$ cat src/rtl/gpio_bank_pkg.sv
package gpio_bank_pkg;
  localparam int BUS_AW = 3;
  localparam int BUS_DW = 8;

  typedef enum logic [BUS_AW-1:0] {
    REG_ENABLE = 3'd0,
    REG_DIR    = 3'd1,
    REG_DATA   = 3'd2,
    REG_INV    = 3'd3,
    REG_STAT   = 3'd4,
    REG_MODE   = 3'd5,
    REG_FUNC   = 3'd6,
    REG_SPARE  = 3'd7
  } reg_sel_e;
endpackage

$ cat src/rtl/gpio_bank_sync.sv
module gpio_bank_sync #(
  parameter int N = 8
) (
  input  logic         clk,
  input  logic         rst_n,
  input  logic [N-1:0] raw,
  output logic [N-1:0] level,
  output logic [N-1:0] change
);
  logic [N-1:0] meta_q, sync_q, prev_q;

  always_ff @(posedge clk or negedge rst_n) begin
    if (!rst_n) begin
      meta_q <= '0;
      sync_q <= '0;
      prev_q <= '0;
    end else begin
      meta_q <= raw;
      sync_q <= meta_q;
      prev_q <= sync_q;
    end
  end

  assign level  = sync_q;
  assign change = sync_q ^ prev_q;
endmodule

$ cat src/rtl/gpio_bank_drive.sv
module gpio_bank_drive (
  input  logic en,
  input  logic masked,
  input  logic is_input,
  input  logic invert,
  input  logic open_drain,
  input  logic latch,
  output logic pad_out,
  output logic pad_oe
);
  logic active, lvl;

  always_comb begin
    active  = en & ~masked & ~is_input;
    lvl     = latch ^ invert;
    pad_oe  = active & (~open_drain | ~lvl);
    pad_out = active & ~open_drain & lvl;
  end
endmodule

$ cat src/rtl/gpio_bank_regs.sv
module gpio_bank_regs
  import gpio_bank_pkg::*;
#(
  parameter int NPINS = 8
) (
  input  logic              clk,
  input  logic              rst_n,
  input  logic [BUS_AW-1:0] addr,
  input  logic              wr,
  input  logic              rd,
  input  logic [BUS_DW-1:0] wdata,
  output logic [BUS_DW-1:0] rdata,
  input  logic [NPINS-1:0]  level,
  input  logic [NPINS-1:0]  cap,
  output logic              en_q,
  output logic [NPINS-1:0]  dir_q,
  output logic [NPINS-1:0]  inv_q,
  output logic [NPINS-1:0]  odm_q,
  output logic [NPINS-1:0]  func_q,
  output logic [NPINS-1:0]  latch_q,
  output logic [NPINS-1:0]  status_q
);
  localparam logic [NPINS-1:0] ALL_ONES = '1;

  function automatic logic [BUS_DW-1:0] widen(input logic [NPINS-1:0] v);
    logic [BUS_DW-1:0] r;
    r = '0;
    r[NPINS-1:0] = v;
    return r;
  endfunction

  logic [NPINS-1:0]  pin_view;
  logic [BUS_DW-1:0] rd_mux;
  logic              stat_clr;

  always_comb begin
    pin_view = en_q ? ((level ^ inv_q) & ~func_q) : '0;
    stat_clr = rd && (reg_sel_e'(addr) == REG_STAT);
    case (reg_sel_e'(addr))
      REG_ENABLE: rd_mux = {{(BUS_DW-1){1'b0}}, en_q};
      REG_DIR:    rd_mux = widen(dir_q);
      REG_DATA:   rd_mux = widen(pin_view);
      REG_INV:    rd_mux = widen(inv_q);
      REG_STAT:   rd_mux = widen(status_q);
      REG_MODE:   rd_mux = widen(odm_q);
      REG_FUNC:   rd_mux = widen(func_q);
      default:    rd_mux = '0;
    endcase
  end

  always_ff @(posedge clk or negedge rst_n) begin
    if (!rst_n) begin
      en_q     <= 1'b0;
      dir_q    <= ALL_ONES;
      inv_q    <= '0;
      odm_q    <= ALL_ONES;
      func_q   <= '0;
      latch_q  <= '0;
      status_q <= '0;
      rdata    <= '0;
    end else begin
      if (wr) begin
        case (reg_sel_e'(addr))
          REG_ENABLE: en_q    <= wdata[0];
          REG_DIR:    dir_q   <= wdata[NPINS-1:0];
          REG_DATA:   latch_q <= wdata[NPINS-1:0];
          REG_INV:    inv_q   <= wdata[NPINS-1:0];
          REG_MODE:   odm_q   <= wdata[NPINS-1:0];
          REG_FUNC:   func_q  <= wdata[NPINS-1:0];
          default:    ;
        endcase
      end
      status_q <= (stat_clr ? '0 : status_q) | cap;
      if (rd) rdata <= rd_mux;
    end
  end
endmodule

$ cat src/rtl/gpio_bank.sv
module gpio_bank
  import gpio_bank_pkg::*;
#(
  parameter int NPINS = 8
) (
  input  logic              clk,
  input  logic              rst_n,
  input  logic [BUS_AW-1:0] bus_addr,
  input  logic              bus_wr,
  input  logic              bus_rd,
  input  logic [BUS_DW-1:0] bus_wdata,
  output logic [BUS_DW-1:0] bus_rdata,
  input  logic [NPINS-1:0]  pad_in,
  output logic [NPINS-1:0]  pad_out,
  output logic [NPINS-1:0]  pad_oe,
  output logic [NPINS-1:0]  pad_od
);
  logic             en_q;
  logic [NPINS-1:0] dir_q, inv_q, odm_q, func_q, latch_q, status_q;
  logic [NPINS-1:0] level, change, cap;

  gpio_bank_sync #(.N(NPINS)) u_sync (
    .clk    (clk),
    .rst_n  (rst_n),
    .raw    (pad_in),
    .level  (level),
    .change (change)
  );

  assign cap = en_q ? (change & ~func_q) : '0;

  gpio_bank_regs #(.NPINS(NPINS)) u_regs (
    .clk      (clk),
    .rst_n    (rst_n),
    .addr     (bus_addr),
    .wr       (bus_wr),
    .rd       (bus_rd),
    .wdata    (bus_wdata),
    .rdata    (bus_rdata),
    .level    (level),
    .cap      (cap),
    .en_q     (en_q),
    .dir_q    (dir_q),
    .inv_q    (inv_q),
    .odm_q    (odm_q),
    .func_q   (func_q),
    .latch_q  (latch_q),
    .status_q (status_q)
  );

  for (genvar i = 0; i < NPINS; i++) begin : g_pin
    gpio_bank_drive u_drv (
      .en         (en_q),
      .masked     (func_q[i]),
      .is_input   (dir_q[i]),
      .invert     (inv_q[i]),
      .open_drain (odm_q[i]),
      .latch      (latch_q[i]),
      .pad_out    (pad_out[i]),
      .pad_oe     (pad_oe[i])
    );
  end

  assign pad_od = odm_q;
endmodule

$ cat config.mk
export PLATFORM = sky130hd
export DESIGN_NAME = gpio_bank
export DESIGN_NICKNAME = d
export VERILOG_FILES = /design/src/rtl/gpio_bank_pkg.sv /design/src/rtl/gpio_bank_sync.sv /design/src/rtl/gpio_bank_drive.sv /design/src/rtl/gpio_bank_regs.sv /design/src/rtl/gpio_bank.sv
export SDC_FILE = /design/constraint.sdc
export NUM_CORES = 1
export LEC_CHECK = 0
export BUFFER_PORTS_ARGS = -buffer_cell sky130_fd_sc_hd__buf_4
export CAP_MARGIN = 20
export CORE_MARGIN = 2
export CORE_UTILIZATION = 61
export CTS_CLUSTER_SIZE = 8
export DETAILED_ROUTE_END_ITERATION = 10
export PLACE_DENSITY = 0.89
export SYNTH_ARGS = -nofsm -noshare
export SYNTH_HDL_FRONTEND = slang
export SYNTH_HIERARCHICAL = 1
export SYNTH_SLANG_ARGS = --single-unit
$ cat constraint.sdc
create_clock -name clk -period 3.46 [get_ports clk]
set_clock_uncertainty 0.15 [all_clocks]
set_input_delay 0.519 -clock clk [delete_from_list [all_inputs] [get_ports clk]]
set_output_delay 0.519 -clock clk [all_outputs]
set_load 0.01 [all_outputs]
# Yosys cells after proc, flatten, opt, wreduce, memory -nomap -nowiden
# Cells that the tools add are included.
# W data, S select, Z words.
[totals]
mem_count = 0
ram_bits = 0
latchBits = 0
register_bits = 81
output_inout_bits = 32
input_bits = 23
word_cells = 123
mem_bits_ro = 0
[op_classes]
n_reduce_logical = 8
mux = 4
bitwise_logic = 94
n_eq_ne = 6
mul = 0
order_cmp = 0
n_shift = 0
div = 0
n_addsub = 0
[ops]
columns = ["op", "count"]
rows = [
  ["$pmux W8 S7", 1],
  ["$and A1 B1 Y1", 40],
  ["$not A1 Y1", 32],
  ["$mux W8", 3],
  ["$and A8 B8 Y8", 2],
  ["$xor A8 B8 Y8", 2],
  ["$reduce_and A2 Y1", 6],
  ["$eq A3 B3 Y1 const B", 3],
  ["$not A8 Y8", 1],
  ["$or A1 B1 Y1", 8],
  ["$or A8 B8 Y8", 1],
  ["$xor A1 B1 Y1", 8],
  ["$eq A3 B2 Y1 const B", 2],
  ["$eq A3 B1 Y1 const B", 1],
  ["$logic_not A3 Y1", 1],
  ["$logic_and A1 B1 Y1", 1],
]

# Longest topological paths before layout
# Gate-level depths: netlist (run 1).
[logic_depth]
depth_word = 5
mapped_depth = 6

# Modules after synthesis
# Netlist (run 1), hierarchy kept.
[by_module_without_submodules]
columns = ["module", "instances", "cells_each", "area_each_um2"]
rows = [
  ["gpio_bank_regs", 1, 198, 2716.4],
  ["gpio_bank_sync", 1, 32, 670.6],
  ["gpio_bank_drive", 8, 4, 35.0],
  ["gpio_bank", 1, 8, 70.1],
]

# Least setup slack after synthesis (run 1)
# No wires, ideal clock.
[synth_timing]
path_type = "reg2out"
startpoint = "reg u_regs.en_q"
endpoint = "out pad_out[0]"
setup_slack_ps = 1681
path_buffers = 0
path_stages_with_launch = 3
required_time_ps = 2791
arrival_ps = 1110
cell_sequence = "dfrtp_1 > or3b_1 > nor3b_2"
[synth_between]
elab_chain_cells = 4
[synth_rtl]
columns = ["item", "line_no", "rtl"]
rows = [
  ["start: declaration", "gpio_bank_regs.sv:15", "output logic en_q,"],
  ["start signal: assignment", "gpio_bank_regs.sv:64", "REG_ENABLE: en_q <= wdata[0];"],
  ["$and A1 B1 Y1 (2 in a row)", "gpio_bank_drive.sv:14", "active = en & ~masked & ~is_input;"],
  ["$and A1 B1 Y1 (2 in a row)", "gpio_bank_drive.sv:17", "pad_out = active & ~open_drain & lvl;"],
  ["end: declaration", "gpio_bank.sv:14", "output logic [NPINS-1:0] pad_out,"],
]
# Every way passes these cells.

# Worst setup path after layout (run 1)
[layout_timing]
startpoint = "reg u_regs.en_q"
endpoint = "out pad_out[2]"
# Same word-level chain as after synthesis.

==> metrics.cfg, run 1 <==
[synthesis]
yosys.area_share.simple=0.116
synth_top_family_by_area=multiplexers
synth-seq-cells=81
muxShareOfSynthArea=0.156
syn_nets=293
synth_cells=270
syn_area_um2=3740
synth_compound_area_frac=0.0984
synth.distinct_cells=43
postSynthAreaPerCell_um2=13.8
synthAdderAreaFrac=0
synth_xor_area_frac=0.0562
synth_warnings=6
seq_area_frac_synth=0.548

[floorplanning]
die-area_um2=6770
ios=55
die_w_um=82.3
rows=28
core_area_um2=5920
die_height_um=82.3
start_util=0.631

[cells_and_area]
post-route-cell-area_um2=4380
n_antenna_cell=0
syn2layout_area_growth_pct=17.1
fillers=405
drive_gt1_frac=0.427
post-route-util=0.739
final_nets=348

[run]
maxCapViolations=0

[worst_hold_path]
hold_depth=1
hp-start=pad_in[0]
hold_class=in2reg
holdPathEnd=u_sync/meta_q[0]

[drt]
drt_iter0_drc=248
wire_per_inst_um=19.3
vias_per_cell=5.99
postRouteAntennaNets=0
routed_wl_um=7810
drc=0
num_vias=2425
dr.pass1.iters=4

[sta]
post-route-period-util=0.733
worst_pin_slew_ns=0.983
fmax_mhz=394
rsz0062_at_grt=false
setup_violations=0
slew_viol_final=0
setup_tns_ns=0
slew_headroom=0.344
period_minus_slack_ns=2.54
setup_slack_ns=0.923
hold_viol=0

[power_and_ir_drop]
leakage_nw=1.95
p_per_area_nw_per_um2=605
vdd_drop_max_uv=372

[worst_setup_path]
worstSetupPathType=reg2out
cp_data_required_time_ns=2.79
crit-reg2reg-launch=u_regs/en_q
reg2reg_slack_ns=1.39
arrival_ns=1.87
crit_path_max_fanout=19
endpoint_kind=primary output
ff2ff_path_depth=4
start_kind=flip-flop
reg2reg_to=u_regs/rdata[5]

[clocking]
cts_tree=done
clk_latency_ns=0.35
postCtsResizedCells=0
clock-sinks=81
clkTransAtPathRegs_ns=0.08
cts-buffers-inserted=9
cts-root-buf=clkbuf_8
cts_buffer_depth=2
post_cts_buffers=0
cts-hold-fix-buffers=0
htree_levels=3

[grt]
antenna_found_initial=0
grt_pass1_vias=2437
grt_pass1_wl_um=12700
grt_overflow_total=0
grtUsageTotal=0.257
grt_max_degree=82

[status]
status=completed

[placement]
port-buffer-count=54
post_dp_cell_area_um2=4160
gp_congestion=0.803
dpl.hpwl_um=5020
place_ws_ns=1.31

==> cells in the final DEF (no fill, tap or decap), types with 9 or more instances in the layout <==
cell	instances
dfrtp_1	65
buf_4	54
mux2_2	41
xor2_1	16
dfstp_2	16
a21oi_1	14
o2bb2ai_1	12
mux2i_1	11
clkbuf_8	10
nor3b_2	9
==> cell type report <==
cell class                 count  area, um^2  share of cell area
sequential                    81        2050               0.468
tap                           75        93.8              0.0214
clock buffer                  11         141              0.0323
inverter                       4        15.0             0.00343
multi-input combinational    175        1590               0.364
clock inverter                 5        78.8              0.0180
timing repair buffer          54         405              0.0927
==> state kept, by name, indices dropped and copies added (netlist names) <==
signal and cells:
u_regs/dir_q 8, u_regs/func_q 8, u_regs/inv_q 8, u_regs/latch_q 8, u_regs/odm_q 8, u_regs/rdata 8
u_regs/status_q 8, u_sync/level 8, u_sync/meta_q 8, u_sync/prev_q 8, u_regs/en_q 1
==> cell families after synthesis <==
logic type | count (synthesis)
xor gates and xnor gates | 24
AOI/OAI and AO/OA | 51
muxes | 53
DFF | 81
buffers and inverters | 14
and+or+nand+nor | 47
==> metrics by stage <==
step | power [W] | cells | hold WS, ns
2_1_floorplan | 0.00167 | 270 | 0.0734
3_3_place_gp | 0.00187 | 389 | 0.184
3_5_place_dp | 0.00191 | 389 | 0.185
4_1_cts | 0.00267 | 405 | 0.101
5_1_grt | 0.00278 | 405 | 0.103
6_report | 0.00265 | 405 | 0.116
==> where the power goes <==
group	total, W	leakage [nW]	internal [W]	switching [W]
Clock	0.000757	0.113	0.000425	0.000332
Combinational	0.000571	0.898	0.000331	0.000240
Sequential	0.00132	0.937	0.00115	0.000172
Total	0.00265	1.95	0.00190	0.000744
==> synthesized netlist by cell type, drive strengths merged <==
library cell | count | area share
a211oi | 3 | 0.0060
a21o | 8 | 0.016
a21oi | 14 | 0.019
a221o | 1 | 0.0027
a22o | 2 | 0.0047
a2bb2oi | 2 | 0.0047
and2b | 1 | 0.0020
and3b | 8 | 0.019
and4bb | 1 | 0.0033
buf | 9 | 0.021
clkbuf | 1 | 0.0010
clkinv | 1 | 0.0010
dfrtp | 65 | 0.44
dfstp | 16 | 0.11
inv | 3 | 0.0030
mux2 | 42 | 0.13
mux2i | 11 | 0.029
nand2 | 4 | 0.0040
nand2b | 2 | 0.0033
nand3 | 2 | 0.0040
nand4b | 2 | 0.010
nand4bb | 1 | 0.0030
nor2 | 1 | 0.0010
nor2b | 2 | 0.0040
nor3 | 4 | 0.0084
nor3b | 9 | 0.030
nor4b | 2 | 0.0047
o21a | 1 | 0.0020
o21ai | 2 | 0.0027
o22ai | 2 | 0.0033
o2bb2ai | 12 | 0.028
o32ai | 4 | 0.0094
or3b | 8 | 0.019
xnor2 | 8 | 0.019
xor2 | 16 | 0.037
==> critical path, stage by stage, from the launching register on <==
cell	delay, ns
dfrtp_1	0.74
or3b_1	0.46
nor3b_2	0.18
buf_4	0.14
==> layer usage <==
metal | routed length [um] | track usage
met3 | 490 | 0.0402
met2 | 3850 | 0.400
met1 | 3360 | 0.359
met5 | 0 | 0
met4 | 107 | 0.115
==> worst max path at each step <==
stage	startpoint	end	slack (ns)	cells after the start
final	u_regs/en_q	pad_out[2]	0.92	3
after global routing	u_regs/en_q	pad_out[7]	0.87	3
after floorplan	u_regs/en_q	pad_out[0]	1.68	2
after detailed placement	bus_addr[1]	u_regs/rdata[5]	1.31	5
after global placement	u_regs/en_q	pad_out[3]	1.35	3
after CTS	u_regs/en_q	pad_out[2]	0.93	3
Note: power is estimated with default switching activity, not from simulation.
==> run 2, diff against run 1 <==
CORE_UTILIZATION = 51   (was 61)
PLACE_DENSITY = 0.8   (was 0.89)
clock period = 2.2 ns   (was 3.46 ns; I/O delays follow)
==> run 2 against run 1 <==
Cell count rose by 9.4%. Largest cell class unchanged. Design area rose by 3.8%. Flip-flop and latch count did not move. Combinational power rose by 62%. Total power rose by 57%. Sequential share of layout area fell by 1.6 points. Register-to-register slack got worse by 0.80 ns. Worst hold slack got worse by 0.021 ns. Global-route usage fell by 4.2 points. Non-clock buffer count rose by 14.
==> metrics.cfg, run 2 (synthesis gave the netlist of run 1 again) <==
[cells_and_area]
drive_gt1_frac=0.424
post-route-util=0.633
layout_common_cells=dfrtp_1 (64), buf_4 (57), mux2_2 (41), xor2_1 (16), dfstp_2 (16)
syn2layout_area_growth_pct=21.5
fillers=587
post-route-cell-area_um2=4540
n_antenna_cell=0
mostFrequentLayoutCell=dfrtp_1
regArea_um2=2050
multi_input_area_um2=1590
final_nets=362

[floorplanning]
rows=31
ios=55
die_height_um=89.6
die_w_um=89.6
core_area_um2=7180
die-area_um2=8030
start_util=0.521

[sta]
fmax_mhz=483
slew_headroom=0.722
hold_viol=0
period_minus_slack_ns=2.07
hold-worst-slack_ns=0.0942
post-route-period-util=0.941
worst_pin_slew_ns=0.415
setup_tns_ns=0
setup_violations=0
rsz0062_at_grt=false
slew_viol_final=0

[drt]
drc=0
dr.pass1.iters=4
routed_wl_um=7990
wire_per_inst_um=18.0
num_vias=2433
vias_per_cell=5.49
postRouteAntennaNets=0
drt_iter0_drc=158

[power_and_ir_drop]
vdd_drop_max_uv=613
leakage_nw=2.00
power_w=0.00415
p_per_area_nw_per_um2=915

[status]
status=completed

[worst_setup_path]
ff2ff_path_depth=5
worstSetupPathType=reg2out
reg2reg_to=u_regs/rdata[6]
crit-reg2reg-launch=u_regs/en_q
reg2reg_slack_ns=0.59
arrival_ns=1.59
endpoint_kind=primary output
start_kind=flip-flop
cp_data_required_time_ns=1.72
crit_path_max_fanout=11

[placement]
port-buffer-count=54
dpl.hpwl_um=5190
post_dp_cell_area_um2=4230
gp_congestion=0.780

[grt]
grtUsageMet3=0.0402
grt_pass1_wl_um=12700
met1_usage=0.292
grt_pass1_vias=2474
grt_overflow_total=0
grtUsageTotal=0.215
top_usage_layer=met2
antenna_found_initial=0
gr-usage-met2=0.343
grt_max_degree=61

[worst_hold_path]
hold_class=in2reg
hp-start=bus_wdata[7]
holdPathEnd=u_regs/dir_q[7]
hold_depth=3

[clocking]
cts_tree=done
clkTransAtPathRegs_ns=0.07
clock-sinks=81
clk_latency_ns=0.35
htree_levels=3
cts_buffer_depth=2
cts-root-buf=clkbuf_8
cts-buffers-inserted=9

[run]
maxCapViolations=0

==> run 2: changes by cell type in the layout (fill, tap and decap cells not counted) <==
cell / delta
clkbuf_4: +1
clkinvlp_4: +2
clkinv_4: -1
buf_4: +3
dfrtp_1: -1
dfrtp_4: +1
dlygate4sd3_1: +9
clkbuf_8: -1
clkbuf_1: +1
buf_12: +1
clkinv_2: -1
==> run 2: how the worst max path moves through the flow <==
stage                     slack [ns]         from    endpoint  depth (start not counted)
final                           0.13  u_regs/en_q  pad_out[6]                          3
after floorplan                 0.61  u_regs/en_q  pad_out[1]                          2
after detailed placement        0.20  u_regs/en_q  pad_out[7]                          3
after global routing            0.06  u_regs/en_q  pad_out[4]                          3
after global placement          0.23  u_regs/en_q  pad_out[4]                          3
after CTS                       0.01  u_regs/en_q  pad_out[7]                          3
==> run 2: stage by stage <==
| step | worst slack [ns] | cells |
|---|---|---|
| finish | 0.129 | 443 |
| global route | 0.0553 | 443 |
| CTS | 0.0130 | 442 |
| detailed placement | 0.200 | 417 |
| global placement | 0.235 | 417 |
| floorplan | 0.610 | 270 |
==> run 2: cell type report <==
| cell class | count | share of cell area |
|---|---|---|
| Clock buffer | 11 | 0.0289 |
| Tap cell | 99 | 0.0273 |
| Sequential cell | 81 | 0.452 |
| Inverter | 4 | 0.00331 |
| Timing Repair Buffer | 68 | 0.120 |
| Multi-Input combinational cell | 175 | 0.351 |
| Clock inverter | 5 | 0.0176 |
==> run 2: power by group <==
group	switching [W]	leakage, nW	internal [W]
sequential	0.000264	0.936	0.00181
clock	0.000514	0.0995	0.000638
combinational	0.000386	0.963	0.000541
total	0.00116	2.00	0.00299
==> run 2: metal layers <==
layer / part of all wire / vias up
li1: - / 1125
met1: 0.44 / 1232
met2: 0.49 / 65
met3: 0.053 / 11
met4: 0.018 / 0
met5: 0 / -
==> run 2: critical path: stages (launching register included) <==
cell and delay, ns:
dfrtp_4 0.52, or3b_1 0.42, nor3b_2 0.17, buf_4 0.14
==> run 2: repair_timing <==
| item | in CTS | in global routing |
|---|---|---|
| endpoints found under the hold margin | 29 | 0 |
| endpoints found under the setup margin | 16 | 10 |
| gates resized for setup | 1 | 1 |
| setup buffers | 0 | 1 |
| hold buffers | 9 | 0 |
==> run 3, diff against run 2 <==
CTS_CLUSTER_DIAMETER = 80   (was unset)
GPL_TIMING_DRIVEN = 0   (was unset)
==> run 3 against run 2 <==
The flow now finishes with violations (negative hold slack). Worst hold slack worse by 0.12 ns. Global-route usage down 0.90 points. Sequential share of layout area down 0.23 points. Cell count rose by 0.90%. Flip-flop and latch count unchanged. Utilization increased by 0.24 points. Critical endpoint is now pad_out[2]. Highest routed layer unchanged.
==> metrics.cfg, run 3 (synthesis gave the netlist of run 1 again) <==
[status]
status=complete, but fails checks
violations=negative hold slack

[floorplanning]
rows=31
core_area_um2=7180
die-area_um2=8030
start_util=0.521
die_w_um=89.6
ios=55
die_height_um=89.6

[worst_setup_path]
crit-reg2reg-launch=u_regs/en_q
worstSetupPathType=reg2out
endpoint_kind=primary output
cp_cell_sequence=or3b_1, nor3b_2, buf_4
arrival_ns=1.59
path_buf_inv=1
start_kind=flip-flop
crit_path_max_fanout=11
path_delay_family=simple AND/OR/NAND/NOR gates
ff2ff_path_depth=5
max_stage_delay_ns=0.49
reg2reg_slack_ns=0.51
cpMaxStageDelayCell=dfrtp_2
reg2reg_to=u_regs/rdata[1]
cp_data_required_time_ns=1.72

[grt]
grt_max_degree=82
grt_overflow_total=0
grt_pass1_wl_um=12100
antenna_found_initial=0
met1_usage=0.289
grtUsageMet3=0.0439
top_usage_layer=met2
grt_pass1_vias=2378
grtUsageTotal=0.206
gr-usage-met2=0.322

[sta]
slew_viol_final=0
slew_headroom=0.350
post-route-period-util=0.939
period_minus_slack_ns=2.07
rsz0062_at_grt=false
hold_viol=14
setup_violations=0
hold-worst-slack_ns=-0.0279
setup_tns_ns=0
worst_pin_slew_ns=0.975
fmax_mhz=484

[drt]
routed_wl_um=7860
vias_per_cell=5.58
postRouteAntennaNets=0
wire_per_inst_um=17.6
num_vias=2494
dr.pass1.iters=4
drt_iter0_drc=141
drc=0

[power_and_ir_drop]
power_frac_clock=0.278
vdd_drop_max_uv=518
power_frac_comb=0.226
p_per_area_nw_per_um2=911
pwr-share-seq=0.496
p_sw_w=0.00116
internal_power_w=0.00299
leakage_nw=2.02
swShare=0.280
power_w=0.00415

[cells_and_area]
final_nets=366
mostFrequentLayoutCell=dfrtp_1
n_antenna_cell=0
final_cells=447
drive_gt1_frac=0.434
syn2layout_area_growth_pct=22.0
post-route-cell-area_um2=4560
layout_common_cells=dfrtp_1 (64), buf_4 (56), mux2_2 (41), xor2_1 (16), dfstp_2 (16)

[clocking]
htree_levels=3
clk_latency_ns=0.35
clock-sinks=81
cts_tree=done
cts-root-buf=clkbuf_8
cts-buffers-inserted=9
clkTransAtPathRegs_ns=0.08
cts_buffer_depth=2

[placement]
gp_congestion=0.768
port-buffer-count=52
dpl.cell_count=421
dpl.hpwl_um=5070
post_dp_cell_area_um2=4250

[worst_hold_path]
hold_class=in2async

[run]
maxCapViolations=0

-- run 3: cell count changes in the layout (fill, tap and decap cells not counted), sizes merged --
cell,before,now
buf,58,63
dlygate4sd3,9,8
clkbuf,12,11
clkinv,2,4
clkinvlp,2,1
-- run 3: worst max path at each step --
| stage | slack [ns] | depth (start not counted) | startpoint | end |
|---|---|---|---|---|
| 6_report | 0.13 | 3 | u_regs/en_q | pad_out[2] |
| 5_1_grt | 0.07 | 3 | u_regs/en_q | pad_oe[2] |
| 4_1_cts | 0.03 | 3 | u_regs/en_q | pad_out[2] |
| 3_5_place_dp | 0.26 | 3 | u_regs/en_q | pad_out[2] |
| 3_3_place_gp | 0.26 | 3 | u_regs/en_q | pad_out[3] |
| 2_1_floorplan | 0.61 | 2 | u_regs/en_q | pad_out[1] |
-- run 3: cell type report --
cell class	count	area, um^2
inverters	4	15.0
repair buffers	62	485
flip-flops and latches	81	2050
clock inverters	6	82.6
well taps	99	124
fillers	562	2620
clock buffers	10	128
multi-input cells	175	1590
plain buffers	10	81.3
-- run 3: what timing repair did --
| action | 4_1_cts | 5_1_grt |
|---|---|---|
| endpoints found under the hold margin | 8 | 0 |
| cloned | 0 | 0 |
| setup buffers | 0 | 2 |
| setup endpoints to repair | 16 | 7 |
| gates resized for setup | 1 | 0 |
| hold buffers | 8 | 0 |
-- run 3: power by group through the flow --
stage / sequential [W] / combinational [W] / clock (W)
CTS: 0.00207 / 0.000921 / 0.00118
global route: 0.00210 / 0.00103 / 0.00125
floorplan: 0.00205 / 0.000576 / 0
finish: 0.00206 / 0.000938 / 0.00116
global placement: 0.00208 / 0.000879 / 0
detailed placement: 0.00209 / 0.000906 / 0
-- run 3: per-stage QoR --
step / setup WS (ns) / hold slack (ns) / util
final: 0.134 / -0.0279 / 0.635
after global routing: 0.0724 / 0.0813 / 0.635
after CTS: 0.0334 / 0.0242 / 0.633
after detailed placement: 0.264 / 0.185 / 0.593
after global placement: 0.260 / 0.182 / 0.593
after floorplan: 0.610 / -0.116 / -
-- run 3: routing by layer --
layer | vias to the layer above | share of wire
met2 | 74 | 0.49
met3 | 11 | 0.060
met5 | - | 0
li1 | 1145 | -
met1 | 1264 | 0.44
met4 | 0 | 0.012
